$ cat src/rtl/flash_sr_pkg.sv
package flash_sr_pkg;

    typedef enum logic [3:0] {
        CMD_NONE,
        CMD_RD_ARRAY,
        CMD_RD_STATUS,
        CMD_CLR_STATUS,
        CMD_RD_INFO,
        CMD_QUERY,
        CMD_WORD_PROG,
        CMD_BUF_PROG,
        CMD_ERASE_SETUP,
        CMD_SUSPEND,
        CMD_CONFIRM
    } cmd_e;

    typedef enum logic [1:0] {
        RM_ARRAY  = 2'd0,
        RM_STATUS = 2'd1,
        RM_INFO   = 2'd2,
        RM_QUERY  = 2'd3
    } rmode_e;

    typedef enum logic [2:0] {
        ST_IDLE,
        ST_PSETUP,
        ST_ESETUP,
        ST_PBUSY,
        ST_EBUSY,
        ST_PSUSP,
        ST_ESUSP
    } state_e;

    // error flag positions inside the err field
    localparam int E_VPP   = 0;
    localparam int E_PROG  = 1;
    localparam int E_ERASE = 2;

    typedef struct packed {
        state_e     st;
        logic       parked;   // erase suspended underneath a nested program
        logic       pend;     // suspend requested, waiting for a checkpoint
        rmode_e     mode;
        logic [2:0] err;
        logic       abort;
    } ctrl_s;

endpackage

$ cat src/rtl/flash_cmd_decode.sv
module flash_cmd_decode
    import flash_sr_pkg::*;
#(
    parameter int DATA_W = 16
) (
    input  logic [DATA_W-1:0] wr_data,
    output cmd_e              cmd
);

    logic hi_zero;

    assign hi_zero = ((wr_data >> 8) == '0);

    always_comb begin
        cmd = CMD_NONE;
        if (hi_zero) begin
            unique case (wr_data[7:0])
                8'hFF:   cmd = CMD_RD_ARRAY;
                8'h70:   cmd = CMD_RD_STATUS;
                8'h50:   cmd = CMD_CLR_STATUS;
                8'h90:   cmd = CMD_RD_INFO;
                8'h98:   cmd = CMD_QUERY;
                8'h40:   cmd = CMD_WORD_PROG;
                8'hE8:   cmd = CMD_BUF_PROG;
                8'h20:   cmd = CMD_ERASE_SETUP;
                8'hB0:   cmd = CMD_SUSPEND;
                8'hD0:   cmd = CMD_CONFIRM;
                default: cmd = CMD_NONE;
            endcase
        end
    end

endmodule

$ cat src/rtl/flash_cmd_gate.sv
module flash_cmd_gate
    import flash_sr_pkg::*;
(
    input  state_e st,
    input  logic   parked,
    input  cmd_e   cmd,
    output logic   accept
);

    logic is_read;

    assign is_read = (cmd == CMD_RD_ARRAY) || (cmd == CMD_RD_STATUS) ||
                     (cmd == CMD_RD_INFO)  || (cmd == CMD_QUERY);

    always_comb begin
        accept = 1'b0;
        unique case (st)
            ST_IDLE:  accept = (cmd != CMD_NONE);
            ST_PBUSY: accept = is_read || ((cmd == CMD_SUSPEND) && !parked);
            ST_EBUSY: accept = is_read || (cmd == CMD_SUSPEND);
            ST_ESUSP: accept = is_read || (cmd == CMD_CLR_STATUS) ||
                               (cmd == CMD_CONFIRM) || (cmd == CMD_WORD_PROG) ||
                               (cmd == CMD_BUF_PROG);
            ST_PSUSP: accept = is_read || (cmd == CMD_CLR_STATUS) ||
                               (cmd == CMD_CONFIRM);
            default:  accept = 1'b0;
        endcase
    end

endmodule

$ cat src/rtl/flash_op_timer.sv
module flash_op_timer #(
    parameter int LEN       = 40,
    parameter int CKPT_LOG2 = 3
) (
    input  logic clk,
    input  logic por_n,
    input  logic load,
    input  logic run,
    input  logic clear,
    output logic at_ckpt,
    output logic last
);

    localparam int CW = $clog2(LEN + 1);

    logic [CW-1:0] cnt_d, cnt_q;

    always_comb begin
        cnt_d = cnt_q;
        if (clear)     cnt_d = '0;
        else if (load) cnt_d = CW'(LEN);
        else if (run)  cnt_d = cnt_q - 1'b1;
    end

    always_ff @(posedge clk or negedge por_n) begin
        if (!por_n) cnt_q <= '0;
        else        cnt_q <= cnt_d;
    end

    assign at_ckpt = (cnt_q != '0) && (cnt_q[CKPT_LOG2-1:0] == '0);
    assign last    = (cnt_q == CW'(1));

    // frozen count holds across a suspension
    assert_timer_hold_R6: assert property (@(posedge clk) disable iff (!por_n)
        (!load && !run && !clear) |=> $stable(cnt_q));

    // the count never runs past zero
    assert_timer_no_wrap_R2: assert property (@(posedge clk) disable iff (!por_n)
        (run && !load && !clear) |-> (cnt_q != '0));

endmodule

$ cat src/rtl/flash_suspend_ctrl.sv
module flash_suspend_ctrl
    import flash_sr_pkg::*;
#(
    parameter int DATA_W       = 16,
    parameter int PROG_CYCLES  = 40,
    parameter int ERASE_CYCLES = 200,
    parameter int CKPT_LOG2    = 3
) (
    input  logic              clk,
    input  logic              por_n,
    input  logic              rp_n,
    input  logic              vpp_ok,
    input  logic              wr_en,
    input  logic [DATA_W-1:0] wr_data,
    output logic [7:0]        status,
    output logic [1:0]        read_mode,
    output logic              ready,
    output logic              abort
);

    localparam ctrl_s CTRL_RST = '{st: ST_IDLE, parked: 1'b0, pend: 1'b0,
                                   mode: RM_ARRAY, err: 3'b000, abort: 1'b0};

    ctrl_s cq, nx;
    cmd_e  cmd;
    logic  accept;
    logic  op_live;
    logic  p_load, p_run, p_clr, p_ckpt, p_last;
    logic  e_load, e_run, e_clr, e_ckpt, e_last;

    flash_cmd_decode #(.DATA_W(DATA_W)) u_dec (
        .wr_data (wr_data),
        .cmd     (cmd)
    );

    flash_cmd_gate u_gate (
        .st     (cq.st),
        .parked (cq.parked),
        .cmd    (cmd),
        .accept (accept)
    );

    flash_op_timer #(.LEN(PROG_CYCLES), .CKPT_LOG2(CKPT_LOG2)) u_prog_tmr (
        .clk     (clk),
        .por_n   (por_n),
        .load    (p_load),
        .run     (p_run),
        .clear   (p_clr),
        .at_ckpt (p_ckpt),
        .last    (p_last)
    );

    flash_op_timer #(.LEN(ERASE_CYCLES), .CKPT_LOG2(CKPT_LOG2)) u_erase_tmr (
        .clk     (clk),
        .por_n   (por_n),
        .load    (e_load),
        .run     (e_run),
        .clear   (e_clr),
        .at_ckpt (e_ckpt),
        .last    (e_last)
    );

    assign op_live = (cq.st == ST_PBUSY) || (cq.st == ST_EBUSY) ||
                     (cq.st == ST_PSUSP) || (cq.st == ST_ESUSP) || cq.parked;

    always_comb begin
        nx       = cq;
        nx.abort = 1'b0;
        p_load   = 1'b0;
        p_run    = 1'b0;
        p_clr    = 1'b0;
        e_load   = 1'b0;
        e_run    = 1'b0;
        e_clr    = 1'b0;

        if (!rp_n) begin
            nx        = CTRL_RST;
            nx.abort  = op_live;
            p_clr     = 1'b1;
            e_clr     = 1'b1;
        end else if (op_live && !vpp_ok) begin
            nx.abort      = 1'b1;
            nx.err[E_VPP] = 1'b1;
            if ((cq.st == ST_PBUSY) || (cq.st == ST_PSUSP))
                nx.err[E_PROG] = 1'b1;
            if ((cq.st == ST_EBUSY) || (cq.st == ST_ESUSP) || cq.parked)
                nx.err[E_ERASE] = 1'b1;
            nx.st     = ST_IDLE;
            nx.parked = 1'b0;
            nx.pend   = 1'b0;
            p_clr     = 1'b1;
            e_clr     = 1'b1;
        end else begin
            // busy model: suspend at checkpoint, finish, or count down
            unique case (cq.st)
                ST_PBUSY: begin
                    if (cq.pend && p_ckpt) begin
                        nx.st   = ST_PSUSP;
                        nx.pend = 1'b0;
                    end else if (p_last) begin
                        p_clr     = 1'b1;
                        nx.pend   = 1'b0;
                        nx.st     = cq.parked ? ST_ESUSP : ST_IDLE;
                        nx.parked = 1'b0;
                    end else begin
                        p_run = 1'b1;
                    end
                end
                ST_EBUSY: begin
                    if (cq.pend && e_ckpt) begin
                        nx.st   = ST_ESUSP;
                        nx.pend = 1'b0;
                    end else if (e_last) begin
                        e_clr   = 1'b1;
                        nx.pend = 1'b0;
                        nx.st   = ST_IDLE;
                    end else begin
                        e_run = 1'b1;
                    end
                end
                default: ;
            endcase

            // bus writes
            if (wr_en) begin
                unique case (cq.st)
                    ST_PSETUP: begin
                        nx.st   = ST_PBUSY;
                        nx.pend = 1'b0;
                        p_load  = 1'b1;
                    end
                    ST_ESETUP: begin
                        if (cmd == CMD_CONFIRM) begin
                            nx.st   = ST_EBUSY;
                            nx.pend = 1'b0;
                            e_load  = 1'b1;
                        end else begin
                            nx.err[E_PROG]  = 1'b1;
                            nx.err[E_ERASE] = 1'b1;
                            nx.st           = ST_IDLE;
                        end
                    end
                    default: begin
                        if (accept) begin
                            unique case (cmd)
                                CMD_RD_ARRAY:   nx.mode = RM_ARRAY;
                                CMD_RD_STATUS:  nx.mode = RM_STATUS;
                                CMD_RD_INFO:    nx.mode = RM_INFO;
                                CMD_QUERY:      nx.mode = RM_QUERY;
                                CMD_CLR_STATUS: nx.err  = '0;
                                CMD_WORD_PROG, CMD_BUF_PROG: begin
                                    nx.st     = ST_PSETUP;
                                    nx.mode   = RM_STATUS;
                                    nx.parked = (cq.st == ST_ESUSP);
                                end
                                CMD_ERASE_SETUP: begin
                                    nx.st   = ST_ESETUP;
                                    nx.mode = RM_STATUS;
                                end
                                CMD_SUSPEND: begin
                                    if (((cq.st == ST_PBUSY) || (cq.st == ST_EBUSY)) &&
                                        (nx.st == cq.st))
                                        nx.pend = 1'b1;
                                end
                                CMD_CONFIRM: begin
                                    if (cq.st == ST_ESUSP)      nx.st = ST_EBUSY;
                                    else if (cq.st == ST_PSUSP) nx.st = ST_PBUSY;
                                end
                                default: ;
                            endcase
                        end
                    end
                endcase
            end
        end
    end

    always_ff @(posedge clk or negedge por_n) begin
        if (!por_n) cq <= CTRL_RST;
        else        cq <= nx;
    end

    assign ready     = !((cq.st == ST_PBUSY) || (cq.st == ST_EBUSY));
    assign status    = {ready,
                        (cq.st == ST_ESUSP) || cq.parked,
                        cq.err[E_ERASE],
                        cq.err[E_PROG],
                        cq.err[E_VPP],
                        (cq.st == ST_PSUSP),
                        2'b00};
    assign read_mode = cq.mode;
    assign abort     = cq.abort;

    // suspension is taken only at a timer checkpoint
    assert_erase_susp_ckpt_R4: assert property (@(posedge clk) disable iff (!por_n)
        ((cq.st == ST_ESUSP) && ($past(cq.st) == ST_EBUSY)) |-> $past(e_ckpt));

    assert_prog_susp_ckpt_R4: assert property (@(posedge clk) disable iff (!por_n)
        ((cq.st == ST_PSUSP) && ($past(cq.st) == ST_PBUSY)) |-> $past(p_ckpt));

    // suspend bits only appear together with ready
    assert_prog_susp_bits_R5: assert property (@(posedge clk) disable iff (!por_n)
        status[2] |-> (status[7] && !status[6]));

    assert_erase_susp_bits_R5: assert property (@(posedge clk) disable iff (!por_n)
        $rose(status[6]) |-> status[7]);

    // suspending leaves the read mode alone
    assert_susp_keeps_mode_R7: assert property (@(posedge clk) disable iff (!por_n)
        (($past(cq.st) == ST_EBUSY) && (cq.st == ST_ESUSP) && !$past(wr_en))
        |-> (read_mode == $past(read_mode)));

    // an abandoned operation leaves nothing running or suspended
    assert_abort_idle_R11: assert property (@(posedge clk) disable iff (!por_n)
        abort |-> (ready && !status[6] && !status[2]));

    assert_abort_pulse_R12: assert property (@(posedge clk) disable iff (!por_n)
        abort |=> !abort);

endmodule

$ cat config.mk
export PLATFORM = sky130hd
export DESIGN_NAME = flash_suspend_ctrl
export DESIGN_NICKNAME = d
export VERILOG_FILES = /design/src/rtl/flash_sr_pkg.sv /design/src/rtl/flash_cmd_decode.sv /design/src/rtl/flash_cmd_gate.sv /design/src/rtl/flash_op_timer.sv /design/src/rtl/flash_suspend_ctrl.sv
export SDC_FILE = /design/constraint.sdc
export NUM_CORES = 1
export LEC_CHECK = 0
export ABC_AREA = 0
export BUFFER_PORTS_ARGS = -buffer_cell sky130_fd_sc_hd__buf_4
export CAP_MARGIN = 10
export CORE_ASPECT_RATIO = 1.1
export CORE_MARGIN = 2
export CORE_UTILIZATION = 50
export DETAILED_ROUTE_END_ITERATION = 12
export PLACE_DENSITY = 0.72
export SYNTH_ARGS = -nofsm -noshare
export SYNTH_HDL_FRONTEND = slang
export SYNTH_HIERARCHICAL = 1
export SYNTH_SLANG_ARGS = --single-unit
$ cat constraint.sdc
create_clock -name clk -period 3.2 [get_ports clk]
set_input_delay 0.16 -clock clk [delete_from_list [all_inputs] [get_ports clk]]
set_output_delay 0.16 -clock clk [all_outputs]
set_load 0.005 [all_outputs]
### Yosys cells after proc, flatten, opt, wreduce, memory -nomap -nowiden

Index checks and enable logic that the tools add are counted.

| storage, ports and cells | value |
|---|---|
| flip-flop bits (word level) | 25 |
| input bits | 21 |

| cells by class | value |
|---|---|
| add/sub/neg operators | 2 |
| equality and inequality tests | 44 |
| mux-type cells | 82 |
| reduce and logical (&&, ||, !) cells | 43 |

Operator list:

| operator | number |
|---|---|
| $eq A8 B8 Y1 const B | 6 |
| $mux W1 | 43 |
| $pmux W4 S10 | 1 |
| $mux W3 | 11 |
| $mux W5 | 6 |
| $eq A8 B7 Y1 const B | 3 |
| $mux W8 | 3 |
| $mux W10 | 2 |
| $mux W6 | 3 |
| $logic_or A1 B1 Y1 | 17 |
| $eq A4 B3 Y1 const B | 4 |
| $logic_not A16 Y1 | 1 |
| $eq A4 B4 Y1 const B | 3 |
| $pmux W3 S2 | 2 |
| $reduce_and A6 Y1 | 2 |
| $mux W11 | 1 |
| $eq A3 B3 Y1 const B | 3 |
| $logic_not A3 Y1 | 3 |
| $ne A3 B1 Y1 const B | 3 |
| $ne A3 B2 Y1 const B | 3 |
| $pmux W3 S3 | 1 |
| $eq A4 B2 Y1 const B | 2 |
| $eq A8 B1 Y1 const B | 1 |
| $eq A8 B6 Y1 const B | 1 |
| 29 further kinds | 46 |

### Depth between registers and ports, before layout

Gate-level depths: netlist of run 1.

| depth | value |
|---|---|
| depth after elaboration | 21 |
| depth in mapped cells | 13 |
| depth with buffers taken out | 12 |

### By module

The synthesis of run 1 kept the hierarchy.

Modules (own cells, without submodules):

| module | instances | cells an instance | area an instance (um^2) | seq. area each (um^2) |
|---|---|---|---|---|
| flash_suspend_ctrl | 1 | 150 | 1,186.1 | 275.3 |
| flash_op_timer at u_erase_tmr | 1 | 45 | 437.9 | 200.2 |
| flash_op_timer at u_prog_tmr | 1 | 33 | 359.1 | 150.1 |
| flash_cmd_decode | 1 | 37 | 264.0 | 0.0 |
| flash_cmd_gate | 1 | 16 | 105.1 | 0.0 |

### Worst setup path before layout of run 1

Ideal clock, no wire load.

| timing path | value |
|---|---|
| path type | register -> register |
| start | reg u_erase_tmr.cnt_q[4] |
| end | reg u_erase_tmr.cnt_q[5] |
| library setup time | 0.078 ns |
| arrival time | 2.777 ns |
| data required time | 3.122 ns |
| slack | 0.346 ns |
| stages on the path, launching flop included | 10 |
| cells stage by stage | dfrtp_1 -> or4_1 -> nor2_1 -> nor3b_1 -> nand2_1 -> nand2_1 -> nor3_1 -> or4b_4 -> or4_1 -> a21oi_1 |

| between the ends | value |
|---|---|
| longest elaborated chain between the ends | 8 |
| elaborated cells between the ends (all ways) | 19 |
| those cells by class | add/sub: 1; eq/ne: 1; mux: 13; reduce/logical: 4 |

RTL lines:

| item | RTL line | source |
|---|---|---|
| start: declaration | flash_op_timer.sv:16 | `logic [CW-1:0] cnt_d, cnt_q;` |
| start signal: assignment | flash_op_timer.sv:27 | `else cnt_q <= cnt_d;` |
| $reduce_bool A8 Y1 | flash_op_timer.sv:30 | `assign at_ckpt = (cnt_q != '0) && (cnt_q[CKPT_LOG2-1:0] == '0);` |
| $logic_and A1 B1 Y1 | flash_op_timer.sv:30 |  |
| named net e_ckpt | flash_suspend_ctrl.sv:29 | `logic e_load, e_run, e_clr, e_ckpt, e_last;` |
| $logic_and A1 B1 Y1 | flash_suspend_ctrl.sv:110 | `if (cq.pend && e_ckpt) begin` |
| $mux W1 | flash_suspend_ctrl.sv:110 |  |
| $mux W1 | flash_suspend_ctrl.sv:95 | `unique case (cq.st)` |
| $mux W1 | flash_suspend_ctrl.sv:81 | `end else if (op_live && !vpp_ok) begin` |
| $mux W1 | flash_suspend_ctrl.sv:76 | `if (!rp_n) begin` |
| named net e_run | flash_suspend_ctrl.sv:29 |  |
| $reduce_bool A3 Y1 (no source line) | -- |  |

The timed path passes the listed nets, and every way through them passes these cells. The select of a mux whose other input is x is not followed.
A chain may end at the register's enable or synchronous reset.

### Worst setup path after layout of run 1

| timing path | value |
|---|---|
| start | reg u_erase_tmr.cnt_q[3] |
| end | reg u_erase_tmr.cnt_q[5] |

The elaborated chain is that of the path after synthesis.

==> impl_metrics.yaml, run 1 <==
final_layout:
  multi_input_area_mm2: 0.001519
  final_layout_size_suffix_gt1_frac: 0.2280
  seqCellArea_um2: 625.6
  syn_to_final_growth_pct: 11.70
  fin_nets: 335
  fillers: 425
  antennaDiodeCount: 0
  final_common_cell: "buf_4"
  layout_common_cells: "buf_4, dfrtp_1, a21oi_1, nor2_1, nand2_1"
  instances_no_fill: 363
route:
  vias_per_cell: 5.898
  routed_wl_um: 5171
  drc_errors: 0
  first_pass_iters: 4
  wire_per_inst_um: 14.25
  ant_nets: 0
  via_count: 2141
  initialDrtViolationCount: 206
setup_path:
  critPathKind: "flop to flop"
  crit_path_start_kind: "flop"
  worstPathArrival_ns: 3.01
  critPathMaxStageDelay_ns: 0.55
  crit_family: "simple AND/OR/NAND/NOR gates"
  r2r_end: "u_erase_tmr/cnt_q[5]$_DFFE_PN0P_"
  cp-end-kind: "flop"
  worst-path-buf-inv: 0
  r2r_slack_ns: 0.38
  critical_path_required_ns: 3.40
  cp_max_fo: 7
  crit_slowest_cell: "or4_1"
  worst_r2r_path_depth: 9
  r2r-start: "u_erase_tmr/cnt_q[3]$_DFFE_PN0P_"
  path_cells: "or4_1, nor2_1, nor3b_1, nand2_1, nand2_1, nor3_1, or4b_4, or4_1, a21oi_1"
grt:
  grt_max_degree: 26
  grt_pass1_vias: 1988
  grt_pass1_wl_um: 9025
  track_usage: 0.2027
  antenna_found_initial: 0
  use_met1: 0.2689
  grt_busiest_layer: "met2"
  overflow: 0
  grtUsageMet3: 0.02793
  met2_usage: 0.3519
timing:
  min_period_over_period: 0.8799
  maxSlewViolCount: 0
  finalCriticalPeriod_ns: 2.816
  final.setup.worst_slack_ns: 0.3844
  hold_viol: 0
  clock_skew_ns: 0.006747
  fmax_mhz: 355.2
  grt_setup_unrepaired: "no"
  worst_pin_slew_ns: 0.6376
  relSlewSlack: 0.5689
  setup_tns_ns: 0
  finalSetupViolCount: 0
pwr:
  p_leak_nw: 1.059
  ir_drop_uv: 198.1
  power.density_mw_per_mm2: 227.4
cts:
  clk_pin_slew_ns: 0.09
  cts_buffers: 3
  cts_tree: "done"
  clockRootBuffer: "clkbuf_8"
  htreeDepth: 1
  clk_path_buf_depth: 2
  clock-sinks: 25
  clk_latency_ns: 0.27
die:
  initial_core_util: 0.5128
  die_w_um: 69.40
  ioPinCount: 33
  dieArea_mm2: 0.005270
  die_h_um: 75.94
  placeableCoreArea_mm2: 0.004587
  placementRows: 26
flow_run:
  cap_violations: 0
place:
  dp.cells: 358
  pre_cts_ws_ns: 0.2972
  io_buffers: 30
  dpl.hpwl_um: 3830
  gp_congestion: 0.9337
synth:
  synthesis.area_mm2: 0.002352
  avgSynthCellArea_um2: 8.371
  ys_types: 77
  ys_seq_area_frac: 0.2660
  synth_flop_cell: "dfrtp_1"
  synth_edf_count: 0
  synth-warning-count: 6
  ys_ff_latch: 25
  netlist_instances: 281
  synth-async-reset-ratio: 1.000
hold_path:
  whs_path_depth: 2
  hp-start: "vpp_ok"
  hold_class: "primary input to flop"
  hold_end: "abort$_DFF_PN0_"
run_status:
  status: "completed"
-- metrics by stage --
stage                       util  hold slack [ns]  total power [W]  instance area (µm²)
final                     0.5728           0.1136        0.0005976                 2628
after CTS                 0.5728           0.1092        0.0006037                 2628
after detailed placement  0.5606          0.08716        0.0004138                 2571
after global placement    0.5606          0.08515        0.0004129                 2571
after global routing      0.5728           0.1267        0.0006226                 2628
after floorplan                -          -0.1356        0.0003807                 2356
-- cell usage after synthesis, drive strengths merged, types with 5 or more instances --
cell type / instances / share of area
nor3: 10 / 0.028
nor2: 22 / 0.036
a21oi: 24 / 0.053
nor2b: 5 / 0.013
dfrtp: 25 / 0.27
o21ai: 19 / 0.042
nor3b: 9 / 0.031
a211oi: 5 / 0.021
ha: 6 / 0.032
inv: 13 / 0.021
nand2: 22 / 0.036
nand3: 5 / 0.011
buf: 17 / 0.063
-- layer usage --
layer,wire length [µm],share of wire,vias to the layer above
met2,2517,0.49,49
met1,2380,0.46,998
met5,0,0,-
met4,36,0.0070,0
met3,237,0.046,4
li1,-,-,1090
-- worst max path at each step --
stage | startpoint | endpoint | slack, ns | cells after the start
2_1_floorplan | u_erase_tmr/cnt_q[4]$_DFFE_PN0P_ | u_erase_tmr/cnt_q[5]$_DFFE_PN0P_ | 0.35 | 9
3_3_place_gp | wr_data[0] | read_mode[1]$_DFFE_PN0P_ | 0.38 | 10
3_5_place_dp | wr_data[0] | read_mode[1]$_DFFE_PN0P_ | 0.30 | 10
4_1_cts | u_erase_tmr/cnt_q[3]$_DFFE_PN0P_ | u_erase_tmr/cnt_q[5]$_DFFE_PN0P_ | 0.38 | 9
5_1_grt | u_erase_tmr/cnt_q[3]$_DFFE_PN0P_ | u_erase_tmr/cnt_q[5]$_DFFE_PN0P_ | 0.16 | 9
6_report | u_erase_tmr/cnt_q[3]$_DFFE_PN0P_ | u_erase_tmr/cnt_q[5]$_DFFE_PN0P_ | 0.38 | 9
-- area by class of cell --
class                      instances  share of cell area
sequential                        25              0.2381
multi-input combinational        223              0.5781
clock inverter                     1            0.001905
tap                               56             0.02667
timing repair buffer              42              0.1210
clock buffer                       3             0.01571
inverter                          13             0.01857
-- flip-flops by register name, indices dropped and copies added (netlist names) --
signal	count
u_erase_tmr/cnt_q	8
u_prog_tmr/cnt_q	6
cq	5
status	3
read_mode	2
abort	1
-- cells by family (layout without fill, tap and decap cells) --
family | count (synthesis) | after routing | synth area share
compound gates | 89 | 89 | 0.2681
xor+xnor | 7 | 7 | 0.02606
fa+ha+maj | 6 | 6 | 0.03191
buf+inv | 34 | 59 | 0.08989
flops | 25 | 25 | 0.2660
mux | 3 | 3 | 0.01383
other cells | 1 | 2 | 0.001594
simple gates | 116 | 116 | 0.3027
-- power by group --
group | leakage, nW | internal [W] | switching, W
combinational | 0.685 | 0.0000413 | 0.0000416
sequential | 0.348 | 0.000321 | 0.00000444
clock | 0.0255 | 0.0000872 | 0.000102
-- what timing repair did --
item	CTS	global route
hold endpoints to repair	25	0
setup buffers	0	0
resized for setup	0	0
setup endpoints to repair	0	0
hold buffers	1	0
Power figures use the tool's default switching activity.
==> inputs of run 2 (changes only) <==
- CORE_MARGIN: 2 -> 3
- SETUP_SLACK_MARGIN: default -> 0.02
==> impl_metrics.yaml, run 2 (synthesis gave the netlist of run 1 again) <==
run_status:
  status: "completed"
setup_path:
  crit_path_start_kind: "flop"
  path_cells: "or4_1, nor2_1, nor3b_1, nand2_1, nand2_1, nor3_1, or4b_4, or4_1, a21oi_1"
  cp_max_fo: 6
  r2r-start: "u_erase_tmr/cnt_q[4]$_DFFE_PN0P_"
  worst-path-buf-inv: 0
  crit_family: "simple AND/OR/NAND/NOR gates"
  worstPathArrival_ns: 3.08
  cp-end-kind: "flop"
  critPathKind: "flop to flop"
  startpoint: "u_erase_tmr/cnt_q[4]$_DFFE_PN0P_"
  critPathMaxStageDelay_ns: 0.58
  critical_path_required_ns: 3.40
  crit_slowest_cell: "or4_1"
route:
  ant_nets: 0
  vias_per_cell: 6.000
  drc_errors: 0
  initialDrtViolationCount: 160
  via_count: 2154
  routed_wl_um: 5319
  wire_per_inst_um: 14.82
  first_pass_iters: 4
die:
  placeableCoreArea_mm2: 0.004410
  die_h_um: 77.94
  initial_core_util: 0.5333
  die_w_um: 71.40
  dieArea_mm2: 0.005564
  ioPinCount: 33
  placementRows: 25
timing:
  finalCriticalPeriod_ns: 2.881
  relSlewSlack: 0.4958
  setup_tns_ns: 0
  maxSlewViolCount: 0
  hold_slack_ns: 0.1126
  final.setup.worst_slack_ns: 0.3190
  min_period_over_period: 0.9003
  clock_skew_ns: 0.005708
  finalSetupViolCount: 0
  fmax_mhz: 347.1
  hold_viol: 0
  grt_setup_unrepaired: "no"
  worst_pin_slew_ns: 0.7458
final_layout:
  fillers: 407
  antennaDiodeCount: 0
  layout_common_cells: "buf_4, dfrtp_1, a21oi_1, nor2_1, nand2_1"
  fin_nets: 333
  largest_reg_flops: 8
  regMostFlops: "u_erase_tmr/cnt_q"
  syn_to_final_growth_pct: 10.96
  top_regs: "u_erase_tmr/cnt_q (8), u_prog_tmr/cnt_q (6), cq (5)"
  final_util: 0.5918
  final_layout_size_suffix_gt1_frac: 0.2230
  final_common_cell: "buf_4"
cts:
  htreeDepth: 1
  clock-sinks: 25
  clk_path_buf_depth: 2
  cts_hold_buf: 1
  cts_resized: 0
  cts_buffers: 3
  clk_latency_ns: 0.27
  clockRootBuffer: "clkbuf_8"
  clk_pin_slew_ns: 0.09
  cts_setup_buffers: 0
  cts_tree: "done"
grt:
  grt_pass1_vias: 2032
  grt_pass1_wl_um: 9294
  track_usage: 0.2018
  overflow: 0
  grt_max_degree: 26
  antenna_found_initial: 0
place:
  dpl.hpwl_um: 3995
  gp_congestion: 0.9606
  io_buffers: 30
  pre_cts_ws_ns: 0.2215
pwr:
  power.density_mw_per_mm2: 228.1
  p_total_w: 0.0005953
  p_clk_frac: 0.314
  p_int_w: 0.0004494
  p_switching_w: 0.0001458
  p_leak_nw: 1.048
  comb_power_share: 0.139
  switching_share: 0.2450
  power_frac_seq: 0.546
  ir_drop_uv: 244.1
hold_path:
  hold_class: "primary input to flop"
  hp-start: "vpp_ok"
flow_run:
  cap_violations: 0
==> run 2: cell types whose count changed in the layout (fill, tap and decap cells not counted), sizes merged <==
cell / change
buf: -2
==> run 2: stage by stage <==
step | cells | cell area, µm²
6_report | 359 | 2610
5_1_grt | 359 | 2610
4_1_cts | 359 | 2610
3_5_place_dp | 354 | 2554
3_3_place_gp | 354 | 2554
2_1_floorplan | 282 | 2356
==> run 2: worst register-to-register path, delay by kind of cell, from the launching register on <==
family / cells / cell delay (ns)
simple gates: 8 / 2.24
flops: 1 / 0.43
compound gates: 1 / 0.15
==> run 2: worst paths after layout <==
check	slack, ns	depth (start not counted)	end
worst max-delay path	0.32	9	u_erase_tmr/cnt_q[5]$_DFFE_PN0P_
worst min-delay path	0.11	2	abort$_DFF_PN0_
worst max register to register	0.32	9	u_erase_tmr/cnt_q[5]$_DFFE_PN0P_
worst min register to register	0.53	1	read_mode[0]$_DFFE_PN0P_
max in group asynchronous	2.63	2	u_erase_tmr/cnt_q[0]$_DFFE_PN0P_
min in group asynchronous	0.32	2	status[3]$_DFFE_PN0P_
==> run 2: layout make-up <==
class | count | area [µm²] | share of cell area
Clock inverter | 1 | 5.005 | 0.001918
Timing Repair Buffer | 40 | 302.8 | 0.1160
Sequential cell | 25 | 625.6 | 0.2397
Tap cell | 54 | 67.56 | 0.02589
Clock buffer | 3 | 41.29 | 0.01582
Multi-Input combinational cell | 223 | 1519 | 0.5820
Inverter | 13 | 48.80 | 0.01870
==> run 2: power by group through the flow <==
| stage | clock [W] | sequential (W) | combinational [W] |
|---|---|---|---|
| after floorplan | 0 | 0.000330 | 0.0000503 |
| after global placement | 0 | 0.000332 | 0.0000817 |
| after detailed placement | 0 | 0.000332 | 0.0000824 |
| after CTS | 0.000194 | 0.000325 | 0.0000837 |
| after global routing | 0.000209 | 0.000326 | 0.0000914 |
| final | 0.000187 | 0.000325 | 0.0000828 |
==> run 2: metal layers <==
layer  GRT usage  routed length [µm]
met5           0                   0
met2      0.3447                2644
met4     0.05075                  40
met1      0.2651                2417
met3     0.02850                 217
==> inputs of run 3 (changes only) <==
- CORE_ASPECT_RATIO: 1.1 -> 1.4
- SYNTH_HIERARCHICAL: 1 -> default
==> impl_metrics.yaml, run 3 <==
run_status:
  status: "completed"
cts:
  cts_buffers: 3
  clock-sinks: 25
  cts_hold_buf: 1
  clk_path_buf_depth: 2
  clockRootBuffer: "clkbuf_8"
  cts_tree: "done"
  clk_latency_ns: 0.27
  cts_setup_buffers: 0
  cts_resized: 0
  htreeDepth: 1
  clk_pin_slew_ns: 0.09
timing:
  relSlewSlack: 0.6020
  maxSlewViolCount: 0
  setup_tns_ns: 0
  hold_slack_ns: 0.05707
  fmax_mhz: 379.2
  worst_pin_slew_ns: 0.5924
  finalCriticalPeriod_ns: 2.637
  hold_viol: 0
  min_period_over_period: 0.8241
  grt_setup_unrepaired: "no"
  clock_skew_ns: 0.008451
  finalSetupViolCount: 0
route:
  met3WireLength_um: 221
  first_pass_iters: 5
  routed_wl_um: 5816
  route.top_layer_used: "met4"
  via_count: 2205
  route.met2.wl_um: 3133
  drt-met1-wl_um: 2263
  ant_nets: 0
  wire_per_inst_um: 15.51
  initialDrtViolationCount: 71
  drc_errors: 0
  vias_per_cell: 5.880
die:
  dieArea_mm2: 0.005646
  die_w_um: 64.37
  initial_core_util: 0.5216
  placementRows: 29
  ioPinCount: 33
  die_h_um: 87.72
  placeableCoreArea_mm2: 0.004572
place:
  dpl.hpwl_um: 4767
  dp.cells: 370
  io_buffers: 30
  gp_congestion: 1.013
synth:
  synth-warning-count: 0
  synth_flop_cell: "dfrtp_1"
  synth-async-reset-ratio: 1.000
  ys_seq_area_frac: 0.2623
  synth_top_area_share: 0.2623
  netlist_top_cells_area: "dfrtp_1, nor2_1, nand2_1"
  ys_types: 76
  netlist_instances: 298
  avgSynthCellArea_um2: 8.003
  synth_common_cells: "nor2_1, nand2_1, dfrtp_1, nor3_1, a21oi_1"
  synthesis.area_mm2: 0.002385
  synth.most_common_cell: "nor2_1"
  ys_ff_latch: 25
  synth_edf_count: 0
  synth_top_area_cell: "dfrtp_1"
setup_path:
  critical_path_required_ns: 3.37
  crit_slowest_cell: "dfrtp_1"
  cp_max_fo: 14
  critPathKind: "flop to flop"
  crit_family: "compound AO/OA/AOI/OAI gates"
  crit_path_start_kind: "flop"
  critPathMaxStageDelay_ns: 0.52
  cp-end-kind: "flop"
  worstPathArrival_ns: 2.81
  worst-path-buf-inv: 1
  path_cells: "or3b_4, nand2_4, inv_2, or3_4, o31ai_2, a2111oi_2, a21oi_2, a21oi_1, a31o_2"
final_layout:
  final_common_cell: "nor2_1"
  multi_input_area_mm2: 0.001535
  antennaDiodeCount: 0
  final_util: 0.5624
  fillers: 458
  largest_reg_flops: 8
  final_layout_size_suffix_gt1_frac: 0.1789
  regMostFlops: "u_erase_tmr.cnt_q"
  syn_to_final_growth_pct: 7.818
  instances_no_fill: 375
  fin_nets: 341
  layout_common_cells: "nor2_1, buf_4, nand2_1, dfrtp_1, nor3_1"
  seqCellArea_um2: 625.6
  top_regs: "u_erase_tmr.cnt_q (8), u_prog_tmr.cnt_q (6), cq (5)"
pwr:
  ir_drop_uv: 148.6
  p_leak_nw: 1.093
  power.density_mw_per_mm2: 296.7
hold_path:
  hold_class: "primary input to flop"
grt:
  grt_pass1_vias: 2072
  grt_max_degree: 26
  track_usage: 0.2133
  antenna_found_initial: 0
  grt_pass1_wl_um: 9563
  overflow: 0
flow_run:
  cap_violations: 0
[run 3: cell types whose count changed in the layout (fill, tap and decap cells not counted), sizes merged, moves of 5 or more]
cell / before / now
o21ai: 19 / 11
nor3b: 9 / 1
or3: 4 / 9
nor2: 22 / 40
nand2: 22 / 33
inv: 13 / 8
buf: 39 / 33
a21oi: 24 / 15
nor3: 10 / 18
[run 3: logic make-up after synthesis]
family,synth area share
muxes,0.01259
other,0.001572
xor gates and xnor gates,0.04407
DFF,0.2623
and+or+nand+nor,0.3237
adders and majority gates,0.03148
AOI/OAI and AO/OA,0.2288
buffers and inverters,0.09548
[run 3: per-stage QoR]
stage / cell area (µm²) / worst slack (ns) / power, W
finish: 2571 / 0.5628 / 0.0007630
global route: 2571 / 0.3617 / 0.0008044
CTS: 2571 / 0.5751 / 0.0007683
detailed placement: 2516 / 0.5935 / 0.0005745
global placement: 2516 / 0.6517 / 0.0005711
floorplan: 2389 / 0.8512 / 0.0005266
[run 3: final cells by class]
cell class              instances  area share
inverters                       8     0.01168
clock buffers                   4     0.01752
multi-input cells             242      0.5971
flip-flops and latches         25      0.2433
well taps                      62     0.03017
repair buffers                 34      0.1002
[run 3: layer usage]
| metal | vias to the layer above | global-route usage |
|---|---|---|
| li1 | 1111 | - |
| met1 | 1014 | 0.2323 |
| met2 | 64 | 0.4088 |
| met3 | 16 | 0.02567 |
| met4 | 0 | 0.09423 |
| met5 | - | 0 |
[run 3: path summary, 6_finish.rpt]
check	start	end	slack [ns]	cells past startpoint
max	cq[8]$_DFF_PN0_	cq[7]$_DFF_PN0_	0.56	9
min	vpp_ok	abort$_DFF_PN0_	0.06	2
max reg2reg	cq[8]$_DFF_PN0_	cq[7]$_DFF_PN0_	0.56	9
min reg2reg	u_erase_tmr.cnt_q[7]$_DFFE_PN0P_	u_erase_tmr.cnt_q[7]$_DFFE_PN0P_	0.53	1
max in group asynchronous	por_n	u_erase_tmr.cnt_q[3]$_DFFE_PN0P_	2.63	2
min in group asynchronous	por_n	cq[8]$_DFF_PN0_	0.32	2
[run 3: report_power, final]
| group | leakage, nW | internal (W) | switching (W) |
|---|---|---|---|
| Combinational | 0.731 | 0.0000926 | 0.000110 |
| Sequential | 0.339 | 0.000338 | 0.0000292 |
| Clock | 0.0228 | 0.0000892 | 0.000104 |
| Total | 1.09 | 0.000520 | 0.000243 |
[run 3: worst register-to-register path, stage by stage (launching register included)]
cell and delay (ns):
dfrtp_1 0.52, or3b_4 0.48, nand2_4 0.08, inv_2 0.05, or3_4 0.38, o31ai_2 0.25
a2111oi_2 0.12, a21oi_2 0.31, a21oi_1 0.12, a31o_2 0.22
